## src/rtl/wfifo_pkg.sv

```systemverilog
package wfifo_pkg;

    localparam int unsigned NARROW_W_DEF = 9;
    localparam int unsigned DEPTH_DEF    = 16;

    typedef enum logic {
        ORDER_LOW_FIRST  = 1'b0,
        ORDER_HIGH_FIRST = 1'b1
    } order_e;

    typedef struct packed {
        logic fire;    // an accepted half read this cycle
        logic second;  // the read takes the second half of the word
    } rd_step_t;

    // Decide whether the upper half is the one being taken.
    function automatic logic take_upper(order_e ord, logic second);
        return (ord == ORDER_HIGH_FIRST) ^ second;
    endfunction

endpackage

```

## src/rtl/wfifo_store.sv

```systemverilog
module wfifo_store #(
    parameter int unsigned WORD_W = 18,
    parameter int unsigned DEPTH  = 16,
    localparam int unsigned AW    = (DEPTH > 1) ? $clog2(DEPTH) : 1
) (
    input  logic              clk,
    input  logic              wr_fire,
    input  logic [AW-1:0]     wr_addr,
    input  logic [WORD_W-1:0] wr_word,
    input  logic [AW-1:0]     rd_addr,
    output logic [WORD_W-1:0] rd_word
);

    logic [WORD_W-1:0] slots [DEPTH];

    always_ff @(posedge clk) begin
        if (wr_fire) begin
            slots[wr_addr] <= wr_word;
        end
    end

    assign rd_word = slots[rd_addr];

endmodule

```

## src/rtl/wfifo_ctrl.sv

```systemverilog
module wfifo_ctrl
    import wfifo_pkg::*;
#(
    parameter int unsigned DEPTH = 16,
    localparam int unsigned AW   = (DEPTH > 1) ? $clog2(DEPTH) : 1,
    localparam int unsigned CW   = $clog2(DEPTH + 1)
) (
    input  logic          clk,
    input  logic          rst,
    input  logic          wr_en,
    input  logic          rd_en,
    output logic          wr_fire,
    output logic [AW-1:0] wr_ptr,
    output logic [AW-1:0] rd_ptr,
    output rd_step_t      step,
    output logic          empty,
    output logic          full
);

    localparam logic [AW-1:0] LAST_SLOT = AW'(DEPTH - 1);
    localparam logic [CW-1:0] CAP       = CW'(DEPTH);

    logic [AW-1:0] wr_ptr_q, rd_ptr_q;
    logic [CW-1:0] used_q;
    logic          half_q;
    logic          rd_fire, word_done;

    assign full      = (used_q == CAP);
    assign empty     = (used_q == '0);
    assign wr_fire   = wr_en & ~full;
    assign rd_fire   = rd_en & ~empty;
    assign word_done = rd_fire & half_q;

    always_ff @(posedge clk) begin
        if (rst) begin
            wr_ptr_q <= '0;
            rd_ptr_q <= '0;
            used_q   <= '0;
            half_q   <= 1'b0;
        end else begin
            if (wr_fire) begin
                wr_ptr_q <= (wr_ptr_q == LAST_SLOT) ? '0 : wr_ptr_q + 1'b1;
            end
            if (rd_fire) begin
                half_q <= ~half_q;
            end
            if (word_done) begin
                rd_ptr_q <= (rd_ptr_q == LAST_SLOT) ? '0 : rd_ptr_q + 1'b1;
            end
            case ({wr_fire, word_done})
                2'b10:   used_q <= used_q + 1'b1;
                2'b01:   used_q <= used_q - 1'b1;
                default: used_q <= used_q;
            endcase
        end
    end

    assign wr_ptr      = wr_ptr_q;
    assign rd_ptr      = rd_ptr_q;
    assign step.fire   = rd_fire;
    assign step.second = half_q;

    AST_NO_OVERFLOW: assert property (@(posedge clk) disable iff (rst)
        used_q <= CAP);

    AST_FULL_HOLDS_WRPTR: assert property (@(posedge clk) disable iff (rst)
        full |=> (wr_ptr_q == $past(wr_ptr_q)));

    AST_EMPTY_FREEZES_READ: assert property (@(posedge clk) disable iff (rst)
        empty |=> ($stable(rd_ptr_q) && $stable(half_q)));

    AST_SECOND_HALF_ADVANCES: assert property (@(posedge clk) disable iff (rst)
        (rd_en && !empty && half_q) |=> ($past(rd_ptr_q) != rd_ptr_q || DEPTH == 1));

endmodule

```

## src/rtl/wfifo_rdport.sv

```systemverilog
module wfifo_rdport
    import wfifo_pkg::*;
#(
    parameter int unsigned NARROW_W = 9,
    localparam int unsigned WORD_W  = 2 * NARROW_W
) (
    input  logic                clk,
    input  logic                rst,
    input  logic                order_sel,
    input  logic                rd_cs,
    input  logic                out_en,
    input  rd_step_t            step,
    input  logic [WORD_W-1:0]   word,
    output logic [NARROW_W-1:0] rd_data,
    output logic                rd_valid
);

    order_e              order_q;
    logic [NARROW_W-1:0] hold_q;
    logic                cs_q;
    logic                drive;

    always_ff @(posedge clk) begin
        if (rst) begin
            order_q <= order_e'(order_sel);
        end
    end

    always_ff @(posedge clk) begin
        if (rst) begin
            hold_q <= '0;
            cs_q   <= 1'b0;
        end else begin
            cs_q <= rd_cs;
            if (step.fire) begin
                hold_q <= take_upper(order_q, step.second)
                          ? word[WORD_W-1:NARROW_W]
                          : word[NARROW_W-1:0];
            end
        end
    end

    assign drive    = out_en & cs_q;
    assign rd_valid = drive;
    assign rd_data  = drive ? hold_q : '0;

    AST_ORDER_LOCKED: assert property (@(posedge clk) disable iff (rst)
        1'b1 |=> $stable(order_q));

    AST_VALID_AFTER_CS: assert property (@(posedge clk) disable iff (rst)
        rd_valid |-> $past(rd_cs));

    always_comb begin
        AST_OE_GATES: assert (out_en || !rd_valid);
    end

endmodule

```

## src/rtl/width_split_fifo.sv

```systemverilog
module width_split_fifo
    import wfifo_pkg::*;
#(
    parameter int unsigned NARROW_W = NARROW_W_DEF,
    parameter int unsigned DEPTH    = DEPTH_DEF,
    localparam int unsigned WORD_W  = 2 * NARROW_W,
    localparam int unsigned AW      = (DEPTH > 1) ? $clog2(DEPTH) : 1
) (
    input  logic                clk,
    input  logic                rst,
    input  logic                order_sel,
    input  logic                wr_en,
    input  logic [WORD_W-1:0]   wr_data,
    input  logic                rd_en,
    input  logic                rd_cs,
    input  logic                out_en,
    output logic [NARROW_W-1:0] rd_data,
    output logic                rd_valid,
    output logic                empty,
    output logic                full
);

    logic              wr_fire;
    logic [AW-1:0]     wr_ptr, rd_ptr;
    rd_step_t          step;
    logic [WORD_W-1:0] head_word;

    wfifo_ctrl #(.DEPTH(DEPTH)) u_ctrl (
        .clk     (clk),
        .rst     (rst),
        .wr_en   (wr_en),
        .rd_en   (rd_en),
        .wr_fire (wr_fire),
        .wr_ptr  (wr_ptr),
        .rd_ptr  (rd_ptr),
        .step    (step),
        .empty   (empty),
        .full    (full)
    );

    wfifo_store #(.WORD_W(WORD_W), .DEPTH(DEPTH)) u_store (
        .clk     (clk),
        .wr_fire (wr_fire),
        .wr_addr (wr_ptr),
        .wr_word (wr_data),
        .rd_addr (rd_ptr),
        .rd_word (head_word)
    );

    wfifo_rdport #(.NARROW_W(NARROW_W)) u_rdport (
        .clk       (clk),
        .rst       (rst),
        .order_sel (order_sel),
        .rd_cs     (rd_cs),
        .out_en    (out_en),
        .step      (step),
        .word      (head_word),
        .rd_data   (rd_data),
        .rd_valid  (rd_valid)
    );

    AST_RESET_FLAGS: assert property (@(posedge clk)
        rst |=> (empty && !full && !rd_valid));

endmodule

```

## config.mk

```make
export PLATFORM = sky130hd
export DESIGN_NAME = width_split_fifo
export DESIGN_NICKNAME = d
export VERILOG_FILES = /design/src/rtl/wfifo_pkg.sv /design/src/rtl/wfifo_store.sv /design/src/rtl/wfifo_ctrl.sv /design/src/rtl/wfifo_rdport.sv /design/src/rtl/width_split_fifo.sv
export SDC_FILE = /design/constraint.sdc
export NUM_CORES = 1
export LEC_CHECK = 0
export CAP_MARGIN = 0
export CELL_PAD_IN_SITES_DETAIL_PLACEMENT = 1
export CELL_PAD_IN_SITES_GLOBAL_PLACEMENT = 1
export CORE_MARGIN = 2
export CORE_UTILIZATION = 31
export CTS_CLUSTER_SIZE = 28
export DETAILED_ROUTE_END_ITERATION = 10
export DONT_BUFFER_PORTS = 1
export PLACE_DENSITY = 0.53
export SLEW_MARGIN = 25
export SYNTH_ARGS = -nofsm -noshare
export SYNTH_HDL_FRONTEND = slang
export SYNTH_HIERARCHICAL = 1
export SYNTH_SLANG_ARGS = --single-unit
```

## constraint.sdc

```tcl
create_clock -name clk -period 9.5 [get_ports clk]
set_input_delay 0.95 -clock clk [delete_from_list [all_inputs] [get_ports clk]]
set_output_delay 0.95 -clock clk [all_outputs]
set_load 0.02 [all_outputs]
```

Word level (Yosys, flattened, before mapping)
Memory sizes are Yosys's and may differ from the RTL's. A register that Yosys moved wholly into a read port is not among the register bits.
Index checks and enable logic that the tools add are counted.
Widths: inputs -> output; s select.
{"block": "totals", "ff_bits": 25, "ramBits": 288, "inputBits": 25, "out_inout_bits": 12, "word_cells": 36, "memories": 1}
{"memory": "u_store.slots", "words": 16, "width": 18, "rd": 1, "rd_clocked_by_memory_dff": 1, "write_ports": 1, "line_no": "wfifo_store.sv:14", "text": "logic [WORD_W-1:0] slots [DEPTH];"}
{"block": "classes", "n_addsub": 4, "eq_ne": 5, "n_mux": 9, "n_bitwise": 8, "reduce_logical": 2}
{"op": "$mux 9", "n": 2}
{"op": "$mux 4", "n": 4}
{"op": "$pmux 5 s2", "n": 1}
{"op": "$add 4x1->4 const B", "n": 2}
{"op": "$eq 4x4->1 const B", "n": 2}
{"op": "$add 5x1->5 const B", "n": 1}
{"op": "$eq 5x5->1 const B", "n": 1}
{"op": "$logic_not 5->1", "n": 1}
{"op": "$sub 5x1->5 const B", "n": 1}
{"op": "$and 1x1->1", "n": 4}
{"op": "$not 1->1", "n": 3}
{"op": "$eq 2x1->1 const B", "n": 1}
{"op": "$eq 2x2->1 const B", "n": 1}
{"op": "$mux 1", "n": 2}
{"op": "$reduce_bool 2->1", "n": 1}
{"op": "$xor 1x1->1", "n": 1}

Depth between registers and ports, before layout
{"block": "logic_depth", "ltp_word": 6, "depth_mapped": 10, "ltp_nobuf": 10}

Cells and area by module
Netlist, hierarchy kept.
{"mod": "wfifo_store", "instances": 1, "cells_per_inst": 464, "area_per_inst_um2": 10963.0, "seq_area_each_um2": 8648.3}
{"mod": "wfifo_ctrl", "instances": 1, "cells_per_inst": 94, "area_per_inst_um2": 810.8, "seq_area_each_um2": 280.3}
{"mod": "wfifo_rdport", "instances": 1, "cells_per_inst": 63, "area_per_inst_um2": 524.3, "seq_area_each_um2": 230.2}

Worst setup path before layout
Ideal clock, no wire load.
{"block": "synth_path", "path_kind": "input to register", "start": "input port wr_en", "end": "memory u_store.slots[0][0] (enable)", "t_arrival_ns": 3.049, "required_ns": 9.084, "setup_slack_ns": 6.036, "path_stages": 3, "n_path_buf": 0, "path_cell_list": "a21boi_2 > or3b_2 > nor3_1"}
{"block": "synth_via", "elab_chain_len": 3}
{"item": "from (decl)", "line_no": "width_split_fifo.sv:12", "text": "input logic wr_en,"}
{"item": "$and 1x1->1", "line_no": "wfifo_ctrl.sv:30", "text": "assign wr_fire = wr_en & ~full;"}
{"item": "$mux 1", "line_no": "wfifo_store.sv:17", "text": "if (wr_fire) begin"}
{"item": "$mux 1 (implied by the code)", "line_no": "wfifo_store.sv:18", "text": "slots[wr_addr] <= wr_word;"}
{"item": "to (decl)", "line_no": "wfifo_store.sv:14"}
No other way between the ends.

==> results.md <==
- Initial core utilization: 31.6%
- Synth warnings: 6
- Layout cells sized above 1: around a fifth
- Final Max Slew Viols: 0
- Worst vdd ir: between 90 and 100 uV
- # DRC: 0
- Cell mode on critical path: nand2_1
- Final Hold Fails: 0
- DRT iter0 DRCs: ~410
- Reg-to-reg endpoint: u_rdport/hold_q[7]
- Max cap viols: 0
- Total GRT Usage: between 10 and 15%
- Syn_area_per_cell: roughly 20 um^2
- Die area: about 41000 um^2
- Largest net degree at the start of global routing: between 70 and 80
- Rows: 72
- Critical Path Start Type: register
- CP max stage cell: dfxtp_4
- Total CTS buffers: 35
- Flop pwr share: approximately 52%
- Most used DFF post-synth: edfxtp_1
- Fin cells: about 1200
- Worst-Margin Slew: roughly 0.96 ns
- Crit path max fanout: 39
- Fill cells: between 3000 and 4000
- ANT cells: 0
- Static Leak: about 4.4 nW
- Switch share: a little over a fifth
- Vias: 5945
- Final HPWL DP: between 15 and 20 mm
- CTS tree: built
- Die Wd: 203 um
- Netlist cell types: 46
- Placed cell count: ~1100
- Syn Std Cell Area: 12300 um^2
- Post-synth EDFFs: 289
- First-pass GRT wire length: between 40 and 50 mm
- Port Buffers: 0
- Setup crit end kind: register
- Vias in the first global route: approximately 6500
- CP arrival: approximately 3.5 ns
- Layout Nets: 670
- Post-synth top area cell: edfxtp_1
- Worst reg2reg startpoint: u_ctrl/rd_ptr[0]
- Worst Reg-to-Reg Cells: 6
- Max stage delay on crit path: between 0.8 and 0.9 ns
- R2r setup slk: between 6 and 7 ns
- Pwr Total: 0.00298 W
- Sequential element share of the synthesized area: about 74%
- Clk sink count: 313
- Wirelength per Cell: ~25 um
- PD cells: between 200 and 250 nW/um^2
- Required @ worst endpoint: ~9.9 ns
- Pint: approximately 0.0023 W
- Final setup fails: 0
- Synth-to-Final Area Change: 14.3%
- Ports: 37
- Kind of critical path: reg -> reg
- Cts-stage hold buffer count: 0
- Hold Crit Start: u_rdport/hold_q[7]
- Post-route clock period utilization: around a third
- Clock slew at reported path FFs: 0.06 ns
- Vias per cell: between 5 and 6
- PnR worst setup slack: ~6.4 ns
- Hold slack final: between 0.4 and 0.5 ns
- Die H: between 200 and 250 um
- RSZ-0062 raised after global routing: no
- Drt first pass iters: 4
- Resize count post-CTS: 0
- Hold crit path type: reg -> reg
- Achievable Freq: 320 MHz
- Post-DRT Antenna Nets: 0
- Drt total wl: between 20 and 30 mm
- Crit path time final: approximately 3.1 ns
- Pre-CTS WS: 6.25 ns
- Area of the multi-input gates: 3040 um^2
- Worst Hold End: u_rdport/hold_q[7]
- Core area: 38900 um^2
- Total global routing overflow: 0
- Clock Latency Late Sink: a little over 0.5 ns
- Initial antenna violation count: 2
- Post-CTS Setup Repair Bufs: 0
- Syn Inst Count: about 620
- Clk root buf: clkbuf_16
- Seq. cell area: around 9200 um^2
- Logic gate share of total power: ~4.6%
- Share of flip-flops with an asynchronous set or reset: 0%
- Max Root-Sink Buffers: 3
- CP cell instances: buf_4 -> mux4_2 -> a22oi_1 -> nand2_1 -> nand2_1 -> a311oi_1
- H-tree levels: 2
- Top post-synthesis cells by area: edfxtp_1 (71%), mux4_2 (9.2%), mux4_1 (4.7%)
- Psw: about 0.00063 W
- Worst-case clock skew: 0.0141 ns
- Part of the power in the clock network: between 40 and 50%
- Status: finished, final reports clean
- Post-synth net total: roughly 650
- Final setup TNS: 0 ns
- Share of the synthesized area in the top cell type: 70.6%
- Hold depth: 2
- Synthesized flop and latch total: roughly 310
- Slew headroom: between 30% and 40%
- GPL Wtd Cong: 0.730
## cell type report
cell class | instances | area share [%]
inverter | 7 | 0.187
sequential | 313 | 65.2
multi-input combinational | 270 | 21.6
timing repair buffer | 11 | 0.614
clock buffer | 39 | 6.64
clock inverter | 23 | 1.16
tap | 518 | 4.61
## metal layers
| layer | GRT usage, % | wire [um] |
|---|---|---|
| met1 | 18.5 | 12200 |
| met2 | 24.3 | 14300 |
| met3 | 3.05 | 1910 |
| met4 | 3.99 | 565 |
| met5 | 0 | 0 |
## critical path, delay by kind of cell (launching register included)
family / cells / cell delay, ns
flops: 1 / 0.82
compound gates: 2 / 0.44
simple gates: 2 / 0.31
buf+inv: 1 / 0.73
mux: 1 / 0.59
## Yosys cell counts (all sizes together) (6+ instances only)
| library cell | n |
|---|---|
| mux4 | 72 |
| clkbuf | 12 |
| a311oi | 10 |
| dfxtp | 24 |
| inv | 7 |
| a22oi | 36 |
| buf | 19 |
| nor2 | 44 |
| ha | 6 |
| and3 | 9 |
| edfxtp | 289 |
| nand2 | 39 |
| a21oi | 7 |
## cells in the final DEF (no fill, tap or decap), types with 10 or more instances in the layout
master / count
mux4_1: 22
nor2_1: 32
a311oi_1: 10
clkinv_2: 11
mux4_2: 50
buf_4: 10
dfxtp_1: 22
edfxtp_1: 289
nand2_1: 39
clkbuf_16: 37
a22oi_1: 36
## how the worst max path moves through the flow
stage | startpoint | end | slack [ns]
3_3_place_gp | wr_en | u_store/slots[3][7] | 6.20
6_report | u_ctrl/rd_ptr[0] | u_rdport/hold_q[7] | 6.38
3_5_place_dp | rd_en | u_ctrl/used_q[4] | 6.25
2_1_floorplan | wr_en | u_store/slots[0][0] | 6.04
5_1_grt | u_ctrl/rd_ptr[0] | u_rdport/hold_q[3] | 6.08
4_1_cts | u_ctrl/rd_ptr[0] | u_rdport/hold_q[3] | 6.21
## power by group through the flow
stage | Sequential, W | Clock (W) | Combinational, W
2_1_floorplan | 0.00157 | 0 | 0.000108
3_3_place_gp | 0.00158 | 0 | 0.000136
3_5_place_dp | 0.00158 | 0 | 0.000138
4_1_cts | 0.00156 | 0.00133 | 0.000139
5_1_grt | 0.00156 | 0.00138 | 0.000149
6_report | 0.00156 | 0.00129 | 0.000136
## kinds of logic after synthesis
| kind of cell | count (synthesis) | synth area share, % |
|---|---|---|
| XOR/XNOR | 7 | 0.621 |
| AND/OR/NAND/NOR | 116 | 4.31 |
| buffers and inverters | 38 | 1.67 |
| multiplexers | 78 | 14.4 |
| flip-flops | 313 | 74.5 |
| AO/OA/AOI/OAI | 62 | 3.79 |
| adder cells (fa/ha/maj) | 7 | 0.773 |
## state kept, by name (all words and copies together), names as in the netlist
| register | cells |
|---|---|
| u_rdport/cs_q | 1 |
| u_rdport/hold_q | 9 |
| u_ctrl/rd_ptr | 4 |
| u_rdport/order_q | 1 |
| u_ctrl/half_q | 1 |
| u_ctrl/used_q | 5 |
| u_ctrl/wr_ptr | 4 |
| u_store/slots | 288 |
## per-stage QoR
stage,utilization [%],area [um^2]
floorplan,-,12300
global placement,33.2,12900
detailed placement,33.3,13000
CTS,36.1,14100
global route,36.1,14100
finish,36.1,14100
No activity file was read; power rests on OpenSTA's default activity.
